File: config.mk
export PLATFORM = sky130hd
export DESIGN_NAME = drift_scaler_bank
export DESIGN_NICKNAME = d
export VERILOG_FILES = /design/src/rtl/dtsb_pkg.sv /design/src/rtl/dtsb_hit_decoder.sv /design/src/rtl/dtsb_chan_scaler.sv /design/src/rtl/dtsb_snapshot.sv /design/src/rtl/drift_scaler_bank.sv
export SDC_FILE = /design/constraint.sdc
export NUM_CORES = 1
export LEC_CHECK = 0
export ABC_CLOCK_PERIOD_IN_PS = 4900
export BUFFER_PORTS_ARGS = -buffer_cell sky130_fd_sc_hd__buf_2
export CORE_AREA = 2 2 170 172
export DETAILED_ROUTE_END_ITERATION = 7
export DIE_AREA = 0 0 172 174
export HOLD_SLACK_MARGIN = 0.06
export PLACE_DENSITY = 0.72
export SYNTH_ARGS = -nofsm -noshare
export SYNTH_HDL_FRONTEND = slang
export SYNTH_SLANG_ARGS = --single-unit
File: constraint.sdc
create_clock -name clk_bx -period 4.9 [get_ports clk_bx]
set_input_delay 0.49 -clock clk_bx [delete_from_list [all_inputs] [get_ports clk_bx]]
set_output_delay 0.49 -clock clk_bx [all_outputs]
set_load 0.05 [all_outputs]
File: src/rtl/dtsb_pkg.sv
package dtsb_pkg;
   localparam int DEF_NUM_CH  = 24;
   localparam int DEF_ADDR_W  = 5;
   localparam int DEF_CNT_W   = 6;
   localparam int DEF_MAX_RUN = 48;

   typedef enum logic {
      CH_IDLE = 1'b0,
      CH_RUN  = 1'b1
   } ch_state_e;
endpackage

File: src/rtl/dtsb_hit_decoder.sv
module dtsb_hit_decoder #(
   parameter int NUM_CH = dtsb_pkg::DEF_NUM_CH,
   parameter int ADDR_W = dtsb_pkg::DEF_ADDR_W
) (
   input  logic              hit_valid,
   input  logic [ADDR_W-1:0] hit_addr,
   output logic [NUM_CH-1:0] start_vec
);
   for (genvar c = 0; c < NUM_CH; c++) begin : g_dec
      localparam logic [ADDR_W-1:0] MY_ADDR = ADDR_W'(c);
      assign start_vec[c] = hit_valid && (hit_addr == MY_ADDR);
   end
endmodule

File: src/rtl/dtsb_chan_scaler.sv
module dtsb_chan_scaler #(
   parameter int CNT_W   = dtsb_pkg::DEF_CNT_W,
   parameter int MAX_RUN = dtsb_pkg::DEF_MAX_RUN
) (
   input  logic             clk_bx,
   input  logic             rst_n,
   input  logic             start,
   input  logic             req,
   output logic [CNT_W-1:0] cnt,
   output logic             busy
);
   import dtsb_pkg::*;
   localparam logic [CNT_W-1:0] LAST = CNT_W'(MAX_RUN - 1);

   ch_state_e state;

   always_ff @(posedge clk_bx or negedge rst_n) begin
      if (!rst_n) begin
         state <= CH_IDLE;
         cnt   <= '0;
      end else if (req) begin
         state <= CH_IDLE;
         cnt   <= '0;
      end else begin
         case (state)
            CH_IDLE: begin
               if (start) begin
                  state <= CH_RUN;
                  cnt   <= '0;
               end
            end
            CH_RUN: begin
               if (cnt == LAST) begin
                  state <= CH_IDLE;
                  cnt   <= '0;
               end else begin
                  cnt <= cnt + 1'b1;
               end
            end
            default: begin
               state <= CH_IDLE;
               cnt   <= '0;
            end
         endcase
      end
   end

   assign busy = (state == CH_RUN);
endmodule

File: src/rtl/dtsb_snapshot.sv
module dtsb_snapshot #(
   parameter int NUM_CH = dtsb_pkg::DEF_NUM_CH,
   parameter int CNT_W  = dtsb_pkg::DEF_CNT_W
) (
   input  logic                    clk_bx,
   input  logic                    rst_n,
   input  logic                    req,
   input  logic [NUM_CH*CNT_W-1:0] cnt_flat,
   input  logic [NUM_CH-1:0]       busy,
   output logic                    snap_valid,
   output logic [NUM_CH-1:0]       snap_busy,
   output logic [NUM_CH*CNT_W-1:0] snap_cnt
);
   always_ff @(posedge clk_bx or negedge rst_n) begin
      if (!rst_n) begin
         snap_valid <= 1'b0;
         snap_busy  <= '0;
         snap_cnt   <= '0;
      end else begin
         snap_valid <= req;
         if (req) begin
            snap_busy <= busy;
            snap_cnt  <= cnt_flat;
         end
      end
   end
endmodule

File: src/rtl/drift_scaler_bank.sv
module drift_scaler_bank #(
   parameter int NUM_CH  = dtsb_pkg::DEF_NUM_CH,
   parameter int ADDR_W  = dtsb_pkg::DEF_ADDR_W,
   parameter int CNT_W   = dtsb_pkg::DEF_CNT_W,
   parameter int MAX_RUN = dtsb_pkg::DEF_MAX_RUN
) (
   input  logic                    clk_bx,
   input  logic                    rst_n,
   input  logic                    hit_valid,
   input  logic [ADDR_W-1:0]       hit_addr,
   input  logic                    req,
   output logic [NUM_CH-1:0]       busy,
   output logic                    snap_valid,
   output logic [NUM_CH-1:0]       snap_busy,
   output logic [NUM_CH*CNT_W-1:0] snap_cnt
);
   localparam int FLAT_W = NUM_CH * CNT_W;

   if (NUM_CH < 1 || NUM_CH > (1 << ADDR_W)) begin : g_bad_ch
      $error("NUM_CH must lie in 1..2**ADDR_W");
   end
   if (MAX_RUN < 2 || (MAX_RUN - 1) >= (1 << CNT_W)) begin : g_bad_run
      $error("MAX_RUN-1 must fit in CNT_W bits and MAX_RUN must be at least 2");
   end

   logic [NUM_CH-1:0] start_vec;
   logic [FLAT_W-1:0] cnt_flat;

   dtsb_hit_decoder #(
      .NUM_CH (NUM_CH),
      .ADDR_W (ADDR_W)
   ) u_dec (
      .hit_valid (hit_valid),
      .hit_addr  (hit_addr),
      .start_vec (start_vec)
   );

   for (genvar c = 0; c < NUM_CH; c++) begin : g_ch
      dtsb_chan_scaler #(
         .CNT_W   (CNT_W),
         .MAX_RUN (MAX_RUN)
      ) u_scaler (
         .clk_bx (clk_bx),
         .rst_n  (rst_n),
         .start  (start_vec[c]),
         .req    (req),
         .cnt    (cnt_flat[c*CNT_W +: CNT_W]),
         .busy   (busy[c])
      );
   end

   dtsb_snapshot #(
      .NUM_CH (NUM_CH),
      .CNT_W  (CNT_W)
   ) u_snap (
      .clk_bx     (clk_bx),
      .rst_n      (rst_n),
      .req        (req),
      .cnt_flat   (cnt_flat),
      .busy       (busy),
      .snap_valid (snap_valid),
      .snap_busy  (snap_busy),
      .snap_cnt   (snap_cnt)
   );
endmodule

==> Word-level counts from Yosys, hierarchy flattened <==
Cells that the tools add are included.
{ "classes": {"n_eq_ne": 71, "bitwise_logic": 24, "add_sub_neg": 24, "mux": 192, "n_reduce_logical": 25} }
{ "ops": {"columns": ["cell", "count"], "rows": [
  ["$mux 6", 72],
  ["$pmux 6 s2", 24],
  ["$add 6x1->6 const B", 24],
  ["$eq 6x6->1 const B", 24],
  ["$mux 1", 72],
  ["$ne 3x2->1 const B", 24],
  ["$pmux 1 s2", 24],
  ["$eq 5x4->1 const B", 8],
  ["$eq 5x5->1 const B", 8],
  ["$logic_and 1x1->1", 24],
  ["$not 1->1", 24],
  ["$eq 5x3->1 const B", 4],
  ["$eq 5x2->1 const B", 2],
  ["$eq 5x1->1 const B", 1],
  ["$logic_not 5->1", 1]
]} }
{ "totals": {"input_bits": 9, "wordCells": 387, "reg_bits": 337} }

==> Depth between registers and ports, before layout <==
Gate-level depths: netlist (run 1).
{ "logic_depth": {"depth_word": 5, "depth_mapped": 6, "ltp_nobuf": 5} }

==> Hierarchy <==
Synthesis (run 1) repeated with hierarchy kept, for this count alone.
{ "unflattened": {"cells_unflattened": 1327, "area_unflattened_um2": 16025.4} }
{ "by_module_without_submodules": {"columns": ["mod", "area_per_inst_um2", "cells_each", "n_inst"], "rows": [
  ["dtsb_chan_scaler", 381.6, 39, 24],
  ["dtsb_snapshot", 6688.9, 356, 1],
  ["dtsb_hit_decoder", 177.7, 35, 1]
]} }

==> Worst setup path before layout (run 1) <==
No wires, ideal clock.
{ "synth_timing": {"path_kind": "input port to flip-flop", "start": "input hit_addr[0]", "end": "register g_ch[8].u_scaler.cnt[3]", "arrival_ns": 1.490, "stages": 5, "setup_slack_ns": 3.286, "required_time_ns": 4.776, "n_path_buf": 2, "path_cell_list": "buf_4 -> buf_2 -> nor2_1 -> a211oi_1 -> a211o_1"} }
{ "synth_via": {"elab_chain_len": 3} }
{ "synth_lines": {"columns": ["element", "line", "text"], "rows": [
  ["start, declared", "drift_scaler_bank.sv:10", "input logic [ADDR_W-1:0] hit_addr,"],
  ["$eq 5x4->1", "dtsb_hit_decoder.sv:11", "assign start_vec[c] = hit_valid && (hit_addr == MY_ADDR);"],
  ["$logic_and 1x1->1", "dtsb_hit_decoder.sv:11", null],
  ["$ne 3x2->1 (no source line)", null, null],
  ["end signal, assigned", "dtsb_chan_scaler.sv:37", "cnt <= cnt + 1'b1;"],
  ["end, declared", "dtsb_chan_scaler.sv:9", "output logic [CNT_W-1:0] cnt,"]
]} }
No other way between the ends.
A chain may end at the register's enable or synchronous reset.

==> Final worst setup path (run 1) <==
{ "layout_timing": {"start": "input req", "end": "register g_ch[16].u_scaler.cnt[3]"} }
{ "layout_via": {"elab_chain_len": 1, "elab_cells_between_ends": 2, "classes_between": "eq/ne: 1; mux: 1"} }
{ "layout_lines": {"columns": ["element", "line", "text"], "rows": [
  ["start, declared", "drift_scaler_bank.sv:11", "input logic req,"],
  ["$ne 3x2->1 (no source line) / $mux 6 (equally long branches)", null, null],
  ["end signal, assigned", "dtsb_chan_scaler.sv:37", null],
  ["end, declared", "dtsb_chan_scaler.sv:9", null]
]} }
Several ways; a longest one is shown, not always the timed one.

==> results of run 1 <==
per-layer routing:
metal,wire [um],part of all wire,vias up,track usage
met5,0,0,-,0
met4,574,0.017,0,0.0571
met3,1620,0.049,43,0.0357
met2,15800,0.47,294,0.356
met1,15400,0.46,5450,0.331
li1,-,-,5096,-
cell families (layout without fill, tap and decap cells):
group,after synthesis,count (layout),synth area share
compound gates,303,303,0.138
xor+xnor,23,23,0.0132
fa+ha+maj,24,24,0.0197
buf+inv,89,292,0.0319
flops,337,337,0.554
mux,169,169,0.125
simple gates,348,348,0.118
sequential cells by signal, indices dropped and copies added (netlist names):
signal and flops:
g_ch.u_scaler.cnt 144, g_ch.u_scaler.busy 24, u_snap.snap_cnt 144, u_snap.snap_busy 24, u_snap.snap_valid 1
cells in the final DEF, fill, tap and decap left out, types with 32 or more instances in the layout:
cell type | synthesis | layout
sky130_fd_sc_hd__a21oi_1 | 78 | 78
sky130_fd_sc_hd__buf_2 | 32 | 199
sky130_fd_sc_hd__clkbuf_16 | 0 | 39
sky130_fd_sc_hd__dfrtp_1 | 337 | 337
sky130_fd_sc_hd__mux2_2 | 168 | 168
sky130_fd_sc_hd__nand2_1 | 115 | 115
sky130_fd_sc_hd__nand2b_1 | 38 | 38
sky130_fd_sc_hd__nand3_1 | 50 | 50
sky130_fd_sc_hd__nor2_1 | 33 | 33
sky130_fd_sc_hd__nor3_1 | 32 | 32
sky130_fd_sc_hd__o21ai_0 | 76 | 76
worst min-delay path: stages:
cell	delay, ns
sky130_fd_sc_hd__buf_2	0.19
sky130_fd_sc_hd__nand3_1	0.16
sky130_fd_sc_hd__o31ai_1	0.08
path summary, 6_finish.rpt:
kind	endpoint	slack (ns)	depth (start not counted)
max	g_ch[16].u_scaler.cnt[3]	2.86	6
max reg2reg	g_ch[8].u_scaler.cnt[5]	3.02	5
min reg2reg	u_snap.snap_cnt[95]	0.50	1
min	g_ch[18].u_scaler.busy	0.44	3
max in group asynchronous	u_snap.snap_busy[13]	3.13	3
min in group asynchronous	u_snap.snap_cnt[114]	0.51	2
area by class of cell:
type	count	area [um^2]	area share
Clock buffer	56	1120	0.0636
Clock inverter	7	66.3	0.00377
Inverter	22	82.6	0.00469
Multi-Input combinational cell	867	6320	0.359
Sequential cell	337	8430	0.479
Tap cell	384	480	0.0273
Timing Repair Buffer	207	1110	0.0631
what timing repair did:
item | in CTS | in global routing
setup endpoints to repair | 0 | 0
gates resized for setup | 0 | 0
hold endpoints to repair | 78 | 0
hold buffers | 1 | 0
power by group:
group	total (W)	switching [W]	leakage [nW]	internal [W]
Combinational	0.000268	0.000200	3.60	0.0000673
Clock	0.00269	0.00107	0.583	0.00162
Sequential	0.00281	0.0000162	4.70	0.00280
per-stage QoR:
step	area [um^2]	power (W)	util	hold slack (ns)	instances
2_1_floorplan	15200	0.00303	-	0.194	1293
3_3_place_gp	16400	0.00313	0.581	0.485	1816
3_5_place_dp	16400	0.00314	0.581	0.490	1816
4_1_cts	17600	0.00584	0.624	0.417	1880
5_1_grt	17600	0.00598	0.624	0.445	1880
6_report	17600	0.00577	0.624	0.443	1880
==> metrics.yaml, run 1 <==
outcome: "finished clean"
post_synth_main_area_contributors: "sky130_fd_sc_hd__dfrtp_1 (55%), sky130_fd_sc_hd__mux2_2 (12%), sky130_fd_sc_hd__nand2_1 (2.8%), sky130_fd_sc_hd__a21oi_1 (2.6%), sky130_fd_sc_hd__o21ai_0 (2.5%)"
detailedRoute.firstPassIterationCount: 6
peakVddDrop_uv: 281
pin_count_of_the_biggest_net_entering_global_routing: 171
cts_num_sinks: 337
synth.largest_area_cell: "sky130_fd_sc_hd__dfrtp_1"
drv_slew: 0
cp.buffers_inverters: 2
setup_violations: 0
finalWorstSetupSlack_ns: 2.86
num_rows: 62
top_cell_family_by_delay_on_the_critical_path: "buffers and inverters"
synth_largest_type_area_fraction: 0.554
final.fill_count: 2302
n_antenna_cell: 0
cts_tree: "built"
synth_cell_types: 62
detail_route.wirelength_um: 33300
reg2reg_from: "g_ch[8].u_scaler.cnt[0]"
grt_pass1_wl_um: 55200
fp.dieH_um: 174
finalWeightedCongestion: 0.826
synthesis.instances: 1293
critical_path.max_fanout: 170
hold_path.class: "input pin to flip-flop"
timing.fmax_mhz: 490
floorplan.initialDensity: 0.540
cellPowerDensity_nw_per_um2: 328
vias_per_cell: 5.79
clkLatencyLatePin_ns: 0.52
post_synth_instance_area_um2: 15200
worst_ep_arrival_time_ns: 2.43
cell_at_the_root_of_the_clock_tree: "sky130_fd_sc_hd__clkbuf_16"
drt_drc_violations_left: 0
syn-num-nets: 1326
core_area_um2: 28200
fin_nets: 1505
cts-buffers-inserted: 37
total_i_o_pin_count: 202
fin_worst_skew_ns: 0.0160
relSlewSlack: 0.400
cp_data_required_time_ns: 5.29
synth-warning-count: 0
postCtsSetupBuffers: 0
hold_path.startpoint: "hit_valid"
critPathMaxStageDelay_ns: 0.71
postRouteAntennaNets: 0
cts.htree.levels: 2
synthesis.area_per_instance_um2: 11.8
synth_most_common_cell: "sky130_fd_sc_hd__dfrtp_1"
placement.setup.worst_slack_ns: 2.32
first_global_vias: 10537
hold_viol_final: 0
unrepaired_setup_endpoints_after_global_routing: "false"
critical_path.slowest_cell: "sky130_fd_sc_hd__buf_12"
finalSetupTns_ns: 0
layout-drive-gt1-share: 0.311
dp.final_hpwl_um: 22300
drt_iter0_drc: 757
area_growth_syn_to_layout_pct: 15.6
period_minus_slack_ns: 2.04
drt-wirelength-per-cell_um: 17.7
overflow: 0
placement.io_buffers: 201
synth-seq-cells: 337
synth-seq-area-share: 0.554
drv.max_cap_violation_count: 0
antenna_found_initial: 0
grt_use_total: 0.227
leakage_nw: 8.88
final_min_period_over_clock_period: 0.416
number_of_synthesized_flops_with_an_enable_pin: 0
ordered_list_of_cells_on_the_worst_path: "buf_8 > buf_12 > nor2b_1 > o21ai_0 > or2_2 > a31oi_1"
vias: 10883
clk_path_buf_depth: 3
clk_transition_reported_paths_ns: 0.06
netlist_top_cells_count: "sky130_fd_sc_hd__dfrtp_1 (337), sky130_fd_sc_hd__mux2_2 (168), sky130_fd_sc_hd__nand2_1 (115), sky130_fd_sc_hd__a21oi_1 (78), sky130_fd_sc_hd__o21ai_0 (76)"
die_width_um: 172
worst_setup_path_start_kind: "input pin"
ys_async_sr_fraction: 1.00
post_synth_top_flop: "sky130_fd_sc_hd__dfrtp_1"
tightestPinTransition_ns: 0.899
cp-end-kind: "flip-flop"
crit_path_start: "req"
worstSetupPathType: "input pin to flip-flop"
total_die_area_um2: 29900
(Power assumes the default switching activity.)
==> run 2, diff against run 1 <==
--- a/config.mk
+++ b/config.mk
@@ -5,13 +5,13 @@
 export SDC_FILE = /design/constraint.sdc
 export NUM_CORES = 1
 export LEC_CHECK = 0
-export ABC_CLOCK_PERIOD_IN_PS = 4900
+export ABC_CLOCK_PERIOD_IN_PS = 1770
 export BUFFER_PORTS_ARGS = -buffer_cell sky130_fd_sc_hd__buf_2
-export CORE_AREA = 2 2 170 172
+export CORE_AREA = 2 2 175 177
 export DETAILED_ROUTE_END_ITERATION = 7
-export DIE_AREA = 0 0 172 174
+export DIE_AREA = 0 0 177 179
 export HOLD_SLACK_MARGIN = 0.06
-export PLACE_DENSITY = 0.72
+export PLACE_DENSITY = 0.71
 export SYNTH_ARGS = -nofsm -noshare
 export SYNTH_HDL_FRONTEND = slang
 export SYNTH_SLANG_ARGS = --single-unit
==> constraint.sdc (replaced) <==
create_clock -name clk_bx -period 1.77 [get_ports clk_bx]
set_input_delay 0.177 -clock clk_bx [delete_from_list [all_inputs] [get_ports clk_bx]]
set_output_delay 0.177 -clock clk_bx [all_outputs]
set_load 0.05 [all_outputs]
==> metrics.yaml, run 2 (same netlist as run 1, synthesis figures left out) <==
cp_data_required_time_ns: 2.16  # was 5.29 ns
final.fill_count: 2446  # was 2302
clk_path_buf_depth: 3  # unchanged
total_i_o_pin_count: 202  # unchanged
first_global_vias: 10742  # was 10537
detail_route.wirelength_um: 34600  # was 33300 um
cp-end-kind: "flip-flop"  # unchanged
placement.io_buffers: 201  # unchanged
grt_use_total: 0.221  # was 0.227
antenna_found_initial: 0  # unchanged
reg2reg_slack_ns: 0.14  # was 3.02 ns
critical_path.max_fanout: 5  # was 170
relSlewSlack: 0.602  # was 0.400
vias: 11033  # was 10883
drv.max_cap_violation_count: 0  # unchanged
detailedRoute.firstPassIterationCount: 4  # was 6
hold_viol_final: 0  # unchanged
reg.largest.list: "g_ch.u_scaler.cnt x144, u_snap.snap_cnt x144"  # unchanged
setup_violations: 0  # unchanged
finalWeightedCongestion: 0.831  # was 0.826
cts-buffers-inserted: 37  # unchanged
final_min_period_over_clock_period: 0.920
grt_pass1_wl_um: 56200  # was 55200 um
tightestPinTransition_ns: 0.587  # was 0.899 ns
final_cell_mix: "sky130_fd_sc_hd__dfrtp_1 (337), sky130_fd_sc_hd__buf_2 (199), sky130_fd_sc_hd__mux2_2 (168)"  # unchanged
num_rows: 64  # was 62
worstSetupPathType: "flip-flop to flip-flop"  # was input pin to flip-flop
placement.setup.worst_slack_ns: 0.0282  # was 2.32 ns
drt_drc_violations_left: 0  # unchanged
critical_path.slowest_cell: "sky130_fd_sc_hd__o311ai_1"  # was sky130_fd_sc_hd__buf_12
area_growth_syn_to_layout_pct: 18.5  # was 15.6%
clk_transition_reported_paths_ns: 0.06  # about the same
outcome: "finished clean"  # unchanged
floorplan.initialDensity: 0.507  # was 0.540
cts_tree: "built"  # unchanged
reg2reg_from: "g_ch[12].u_scaler.cnt[0]"  # was g_ch[8].u_scaler.cnt[0]
die_width_um: 177  # was 172 um
finalWorstSetupSlack_ns: 0.141  # was 2.86 ns
worst_ep_arrival_time_ns: 2.02  # was 2.43 ns
vias_per_cell: 5.69  # was 5.79
cts_num_sinks: 337  # unchanged
layout-drive-gt1-share: 0.335  # was 0.311
leading_cell_type_in_the_layout_fill_and_taps_excluded: "sky130_fd_sc_hd__dfrtp_1"  # unchanged
drt_iter0_drc: 631  # was 757
ordered_list_of_cells_on_the_worst_path: "ha_1 > nand3_1 > o311ai_1 > nor3b_1 > a211o_1"  # was buf_8 > buf_12 > nor2b_1 > o21ai_0 > or2_2 > a31oi_1
n_antenna_cell: 0  # unchanged
fp.dieH_um: 179  # was 174 um
drv_slew: 0  # unchanged
finalSetupTns_ns: 0  # unchanged
cell_at_the_root_of_the_clock_tree: "sky130_fd_sc_hd__clkbuf_16"  # unchanged
core_area_um2: 30000  # was 28200 um^2
cellPowerDensity_nw_per_um2: 888  # was 328 nW/um^2
worst_setup_path_start_kind: "flip-flop"  # was input pin
crit_path_start: "g_ch[12].u_scaler.cnt[0]"  # was req
dp.final_hpwl_um: 24000  # was 22300 um
total_die_area_um2: 31700  # was 29900 um^2
leakage_nw: 9.13  # was 8.88 nW
postRouteAntennaNets: 0  # unchanged
unrepaired_setup_endpoints_after_global_routing: "false"  # unchanged
period_minus_slack_ns: 1.63
clkLatencyLatePin_ns: 0.51  # was 0.52 ns
peakVddDrop_uv: 664  # was 281 uV
overflow: 0  # unchanged
hold_path.startpoint: "hit_addr[1]"  # was hit_valid
pin_count_of_the_biggest_net_entering_global_routing: 57  # was 171
fin_nets: 1552  # was 1505
fin_worst_skew_ns: 0.00938  # was 0.0160 ns
timing.fmax_mhz: 614
cts.htree.levels: 2  # unchanged
critPathMaxStageDelay_ns: 0.43  # was 0.71 ns
hold_path.class: "input pin to flip-flop"  # unchanged
holdWs_ns: 0.161  # was 0.443 ns
drt-wirelength-per-cell_um: 17.8  # was 17.7 um
## run 2: through the flow
step	area (um^2)	util	instances	power, W
after floorplan	15200	-	1293	0.00838
after global placement	16900	0.562	1874	0.00877
after detailed placement	16900	0.562	1874	0.00878
after CTS	18000	0.601	1939	0.0162
after global routing	18100	0.601	1939	0.0166
final	18100	0.601	1939	0.0160
## run 2: path summary, 6_finish.rpt
check,cells after the start,to
worst max-delay path,5,g_ch[12].u_scaler.cnt[5]
worst min-delay path,3,g_ch[3].u_scaler.busy
worst max register to register,5,g_ch[12].u_scaler.cnt[5]
worst min register to register,1,u_snap.snap_busy[2]
max in group asynchronous,3,g_ch[14].u_scaler.cnt[3]
min in group asynchronous,2,u_snap.snap_cnt[116]
## run 2: timing repair
action                                  4_1_cts  5_1_grt
gates cloned                                  0        0
hold endpoints to repair                    259        0
hold buffers                                  2        0
endpoints found under the setup margin        1       12
gates resized for setup                       1        5
buffers inserted                              0        0
pin swaps                                     0        0
## run 2: worst max-delay path, delay by kind of cell (launching register included)
family	cells	cell delay [ns]
AO/OA/AOI/OAI	2	0.67
flip-flops	1	0.41
adder cells (fa/ha/maj)	1	0.22
AND/OR/NAND/NOR	2	0.22
## run 2: layer usage
metal,share of wire,routed length [um],global-route usage,up-vias
met5,0,0,0,-
met4,0.020,690,0.0565,0
met3,0.049,1700,0.0405,58
met2,0.48,16600,0.361,257
met1,0.45,15600,0.305,5509
li1,-,-,-,5209
## run 2: cell type report
type,count,area (um^2),share of cell area
clock buffers,45,976,0.0540
clock inverters,18,170,0.00942
inverters,22,82.6,0.00457
multi-input cells,867,6330,0.351
flip-flops and latches,337,8430,0.467
well taps,396,495,0.0274
repair buffers,254,1570,0.0867
## run 2: power by group
part	switching, W	leakage, nW	internal [W]
registers	0.0000425	4.70	0.00774
logic	0.000584	3.86	0.000263
clock network	0.00304	0.571	0.00435
total	0.00367	9.13	0.0124
==> run 3, diff against run 2 <==
--- a/config.mk
+++ b/config.mk
@@ -5,11 +5,12 @@
 export SDC_FILE = /design/constraint.sdc
 export NUM_CORES = 1
 export LEC_CHECK = 0
+export ABC_AREA = 1
 export ABC_CLOCK_PERIOD_IN_PS = 1770
 export BUFFER_PORTS_ARGS = -buffer_cell sky130_fd_sc_hd__buf_2
-export CORE_AREA = 2 2 175 177
+export CORE_AREA = 2 2 174 176
 export DETAILED_ROUTE_END_ITERATION = 7
-export DIE_AREA = 0 0 177 179
+export DIE_AREA = 0 0 176 178
 export HOLD_SLACK_MARGIN = 0.06
 export PLACE_DENSITY = 0.71
 export SYNTH_ARGS = -nofsm -noshare
==> metrics.yaml, run 3 <==
outcome: "finished clean"  # unchanged
period_minus_slack_ns: 1.46  # was 1.63 ns
grt_pass1_wl_um: 59000  # was 56200 um
synthesis.instances: 1762  # was 1293
cp-end-kind: "primary output"  # was flip-flop
crit_path_start: "g_ch[16].u_scaler.busy"  # was g_ch[12].u_scaler.cnt[0]
critical_path.max_fanout: 6  # was 5
fin_worst_skew_ns: 0.0114  # was 0.00938 ns
netlist_top_cells_count: "sky130_fd_sc_hd__nand2_1 (502), sky130_fd_sc_hd__dfrtp_1 (337), sky130_fd_sc_hd__o21ai_0 (205), sky130_fd_sc_hd__inv_1 (195), sky130_fd_sc_hd__nor2_1 (136)"  # was sky130_fd_sc_hd__dfrtp_1 (337), sky130_fd_sc_hd__mux2_2 (168), sky130_fd_sc_hd__nand2_1 (115), sky130_fd_sc_hd__a21oi_1 (78), sky130_fd_sc_hd__o21ai_0 (76)
detailedRoute.firstPassIterationCount: 5  # was 4
number_of_synthesized_flops_with_an_enable_pin: 0  # unchanged
final_cell_mix: "sky130_fd_sc_hd__nand2_1 (502), sky130_fd_sc_hd__dfrtp_1 (337), sky130_fd_sc_hd__o21ai_0 (205)"  # was sky130_fd_sc_hd__dfrtp_1 (337), sky130_fd_sc_hd__buf_2 (199), sky130_fd_sc_hd__mux2_2 (168)
post_route_cell_area_um2: 17700  # was 18100 um^2
core_area_um2: 29400  # was 30000 um^2
clkLatencyLatePin_ns: 0.51  # about the same
leading_cell_type_in_the_layout_fill_and_taps_excluded: "sky130_fd_sc_hd__nand2_1"  # was sky130_fd_sc_hd__dfrtp_1
worstSetupPathType: "flip-flop to primary output"  # was flip-flop to flip-flop
layout-drive-gt1-share: 0.151  # was 0.335
placement.io_buffers: 201  # unchanged
cts_tree: "built"  # unchanged
synth.largest_area_cell: "sky130_fd_sc_hd__dfrtp_1"  # unchanged
critical_path.slowest_cell: "sky130_fd_sc_hd__dfrtp_1"  # was sky130_fd_sc_hd__o311ai_1
synth_cell_types: 22  # was 62
vias: 12470  # was 11033
overflow: 0  # unchanged
synth-seq-area-share: 0.560  # was 0.554
finalSetupTns_ns: 0  # unchanged
floorplan.initialDensity: 0.512  # was 0.507
cellPowerDensity_nw_per_um2: 942  # was 888 nW/um^2
syn-num-nets: 1795  # was 1326
cp.buffers_inverters: 1  # was 0
hold_viol_final: 0  # unchanged
top_cell_family_by_delay_on_the_critical_path: "flip-flops"  # was compound AO/OA/AOI/OAI gates
leakage_nw: 9.10  # was 9.13 nW
numPlacedInstances: 2306  # was 1874
final_min_period_over_clock_period: 0.825  # was 0.920
ys_async_sr_fraction: 1.00  # unchanged
die_width_um: 176  # was 177 um
cts-buffers-inserted: 37  # unchanged
reg.largest.list: "g_ch.u_scaler.cnt x144, u_snap.snap_cnt x144"  # unchanged
worst_ep_arrival_time_ns: 1.28  # was 2.02 ns
hold_path.class: "input pin to flip-flop"  # unchanged
fp.dieH_um: 178  # was 179 um
clk_path_buf_depth: 3  # unchanged
worst_setup_path_start_kind: "flip-flop"  # unchanged
grt_use_total: 0.229  # was 0.221
holdWs_ns: 0.0973  # was 0.161 ns
setup_violations: 0  # unchanged
peakVddDrop_uv: 683  # was 664 uV
synth_largest_type_area_fraction: 0.560  # was 0.554
reg2reg_from: "g_ch[6].u_scaler.cnt[1]"  # was g_ch[12].u_scaler.cnt[0]
cts_num_sinks: 337  # unchanged
drv.max_cap_violation_count: 0  # unchanged
drt-wirelength-per-cell_um: 15.0  # was 17.8 um
hold_path.startpoint: "hit_addr[4]"  # was hit_addr[1]
synth_most_common_cell: "sky130_fd_sc_hd__nand2_1"  # was sky130_fd_sc_hd__dfrtp_1
ordered_list_of_cells_on_the_worst_path: "buf_2"  # was ha_1 > nand3_1 > o311ai_1 > nor3b_1 > a211o_1
area_growth_syn_to_layout_pct: 17.6  # was 18.5%
postCtsSetupBuffers: 0  # unchanged
cts.htree.levels: 2  # unchanged
total_die_area_um2: 31300  # was 31700 um^2
antenna_found_initial: 5  # was 0
synth-seq-cells: 337  # unchanged
relSlewSlack: 0.724  # was 0.602
tightestPinTransition_ns: 0.415  # was 0.587 ns
timing.fmax_mhz: 685  # was 614 MHz
detail_route.wirelength_um: 35600  # was 34600 um
first_global_vias: 12059  # was 10742
finalWeightedCongestion: 0.861  # was 0.831
cp_data_required_time_ns: 1.59  # was 2.16 ns
critPathMaxStageDelay_ns: 0.47  # was 0.43 ns
post_synth_top_flop: "sky130_fd_sc_hd__dfrtp_1"  # unchanged
post_synth_instance_area_um2: 15100  # was 15200 um^2
drv_slew: 0  # unchanged
drt_iter0_drc: 956  # was 631
post_synth_main_area_contributors: "sky130_fd_sc_hd__dfrtp_1 (56%), sky130_fd_sc_hd__nand2_1 (13%), sky130_fd_sc_hd__o21ai_0 (6.8%), sky130_fd_sc_hd__inv_1 (4.9%), sky130_fd_sc_hd__nor2_1 (3.4%)"  # was sky130_fd_sc_hd__dfrtp_1 (55%), sky130_fd_sc_hd__mux2_2 (12%), sky130_fd_sc_hd__nand2_1 (2.8%), sky130_fd_sc_hd__a21oi_1 (2.6%), sky130_fd_sc_hd__o21ai_0 (2.5%)
placement.cell_area_um2: 16500  # was 16900 um^2
unrepaired_setup_endpoints_after_global_routing: "false"  # unchanged
drt_drc_violations_left: 0  # unchanged
postRouteAntennaNets: 0  # unchanged
num_rows: 63  # was 64
synthesis.area_per_instance_um2: 8.55  # was 11.8 um^2
cell_at_the_root_of_the_clock_tree: "sky130_fd_sc_hd__clkbuf_16"  # unchanged
finalNonFillerCells: 2378  # was 1939
synth-warning-count: 0  # unchanged
vias_per_cell: 5.24  # was 5.69
pin_count_of_the_biggest_net_entering_global_routing: 60  # was 57
dp.final_hpwl_um: 25300  # was 24000 um
clk_transition_reported_paths_ns: 0.06  # about the same
fin_nets: 1990  # was 1552
total_i_o_pin_count: 202  # unchanged
[run 3: per-layer routing]
layer | wire (um) | vias to the layer above | track usage
li1 | - | 6113 | -
met5 | 11 | - | 0
met3 | 2140 | 67 | 0.0441
met4 | 817 | 2 | 0.0658
met1 | 15900 | 5931 | 0.308
met2 | 16700 | 357 | 0.382
[run 3: worst paths after layout]
check	endpoint	slack (ns)	depth (start not counted)
min	g_ch[2].u_scaler.busy	0.1	4
min in group asynchronous	u_snap.snap_cnt[77]	0.17	2
max	busy[16]	0.31	1
min reg2reg	u_snap.snap_cnt[47]	0.47	2
max in group asynchronous	g_ch[15].u_scaler.cnt[0]	0.93	3
max reg2reg	g_ch[6].u_scaler.cnt[0]	0.36	7
[run 3: kinds of logic (layout without fill, tap and decap cells)]
kind of cell               Yosys count  in the layout  synth area share
AOI/OAI and AO/OA                  303            303             0.108
xor gates and xnor gates            21             21            0.0122
adders and majority gates           24             24            0.0199
buffers and inverters              269            491            0.0771
DFF                                337            337             0.560
other                                0              4                 0
and+or+nand+nor                    808            808             0.223
[run 3: timing repair]
item | in CTS | in global routing
hold buffers | 2 | 0
gates resized for setup | 0 | 0
hold endpoints to repair | 341 | 0
endpoints found under the setup margin | 0 | 0
[run 3: cell type report]
| type | instances | area [um^2] |
|---|---|---|
| multi-input cells | 1156 | 5470 |
| clock inverters | 8 | 75.1 |
| repair buffers | 227 | 1360 |
| fillers | 2531 | 11700 |
| well taps | 390 | 488 |
| diodes | 4 | 10.0 |
| clock buffers | 58 | 1140 |
| flip-flops and latches | 337 | 8430 |
| inverters | 198 | 751 |
[run 3: metrics by stage]
step / setup slack, ns / total power (W) / util
finish: 0.310 / 0.0167 / 0.603
floorplan: 0.555 / 0.00881 / -
CTS: 0.297 / 0.0169 / 0.602
global placement: 0.455 / 0.00925 / 0.561
detailed placement: 0.396 / 0.00927 / 0.561
global route: 0.208 / 0.0173 / 0.603
[run 3: where the power goes]
part / internal [W] / leakage, nW / switching, W / total, W
Combinational: 0.000257 / 3.81 / 0.000860 / 0.00112
Clock: 0.00456 / 0.596 / 0.00300 / 0.00756
Sequential: 0.00786 / 4.70 / 0.000156 / 0.00801
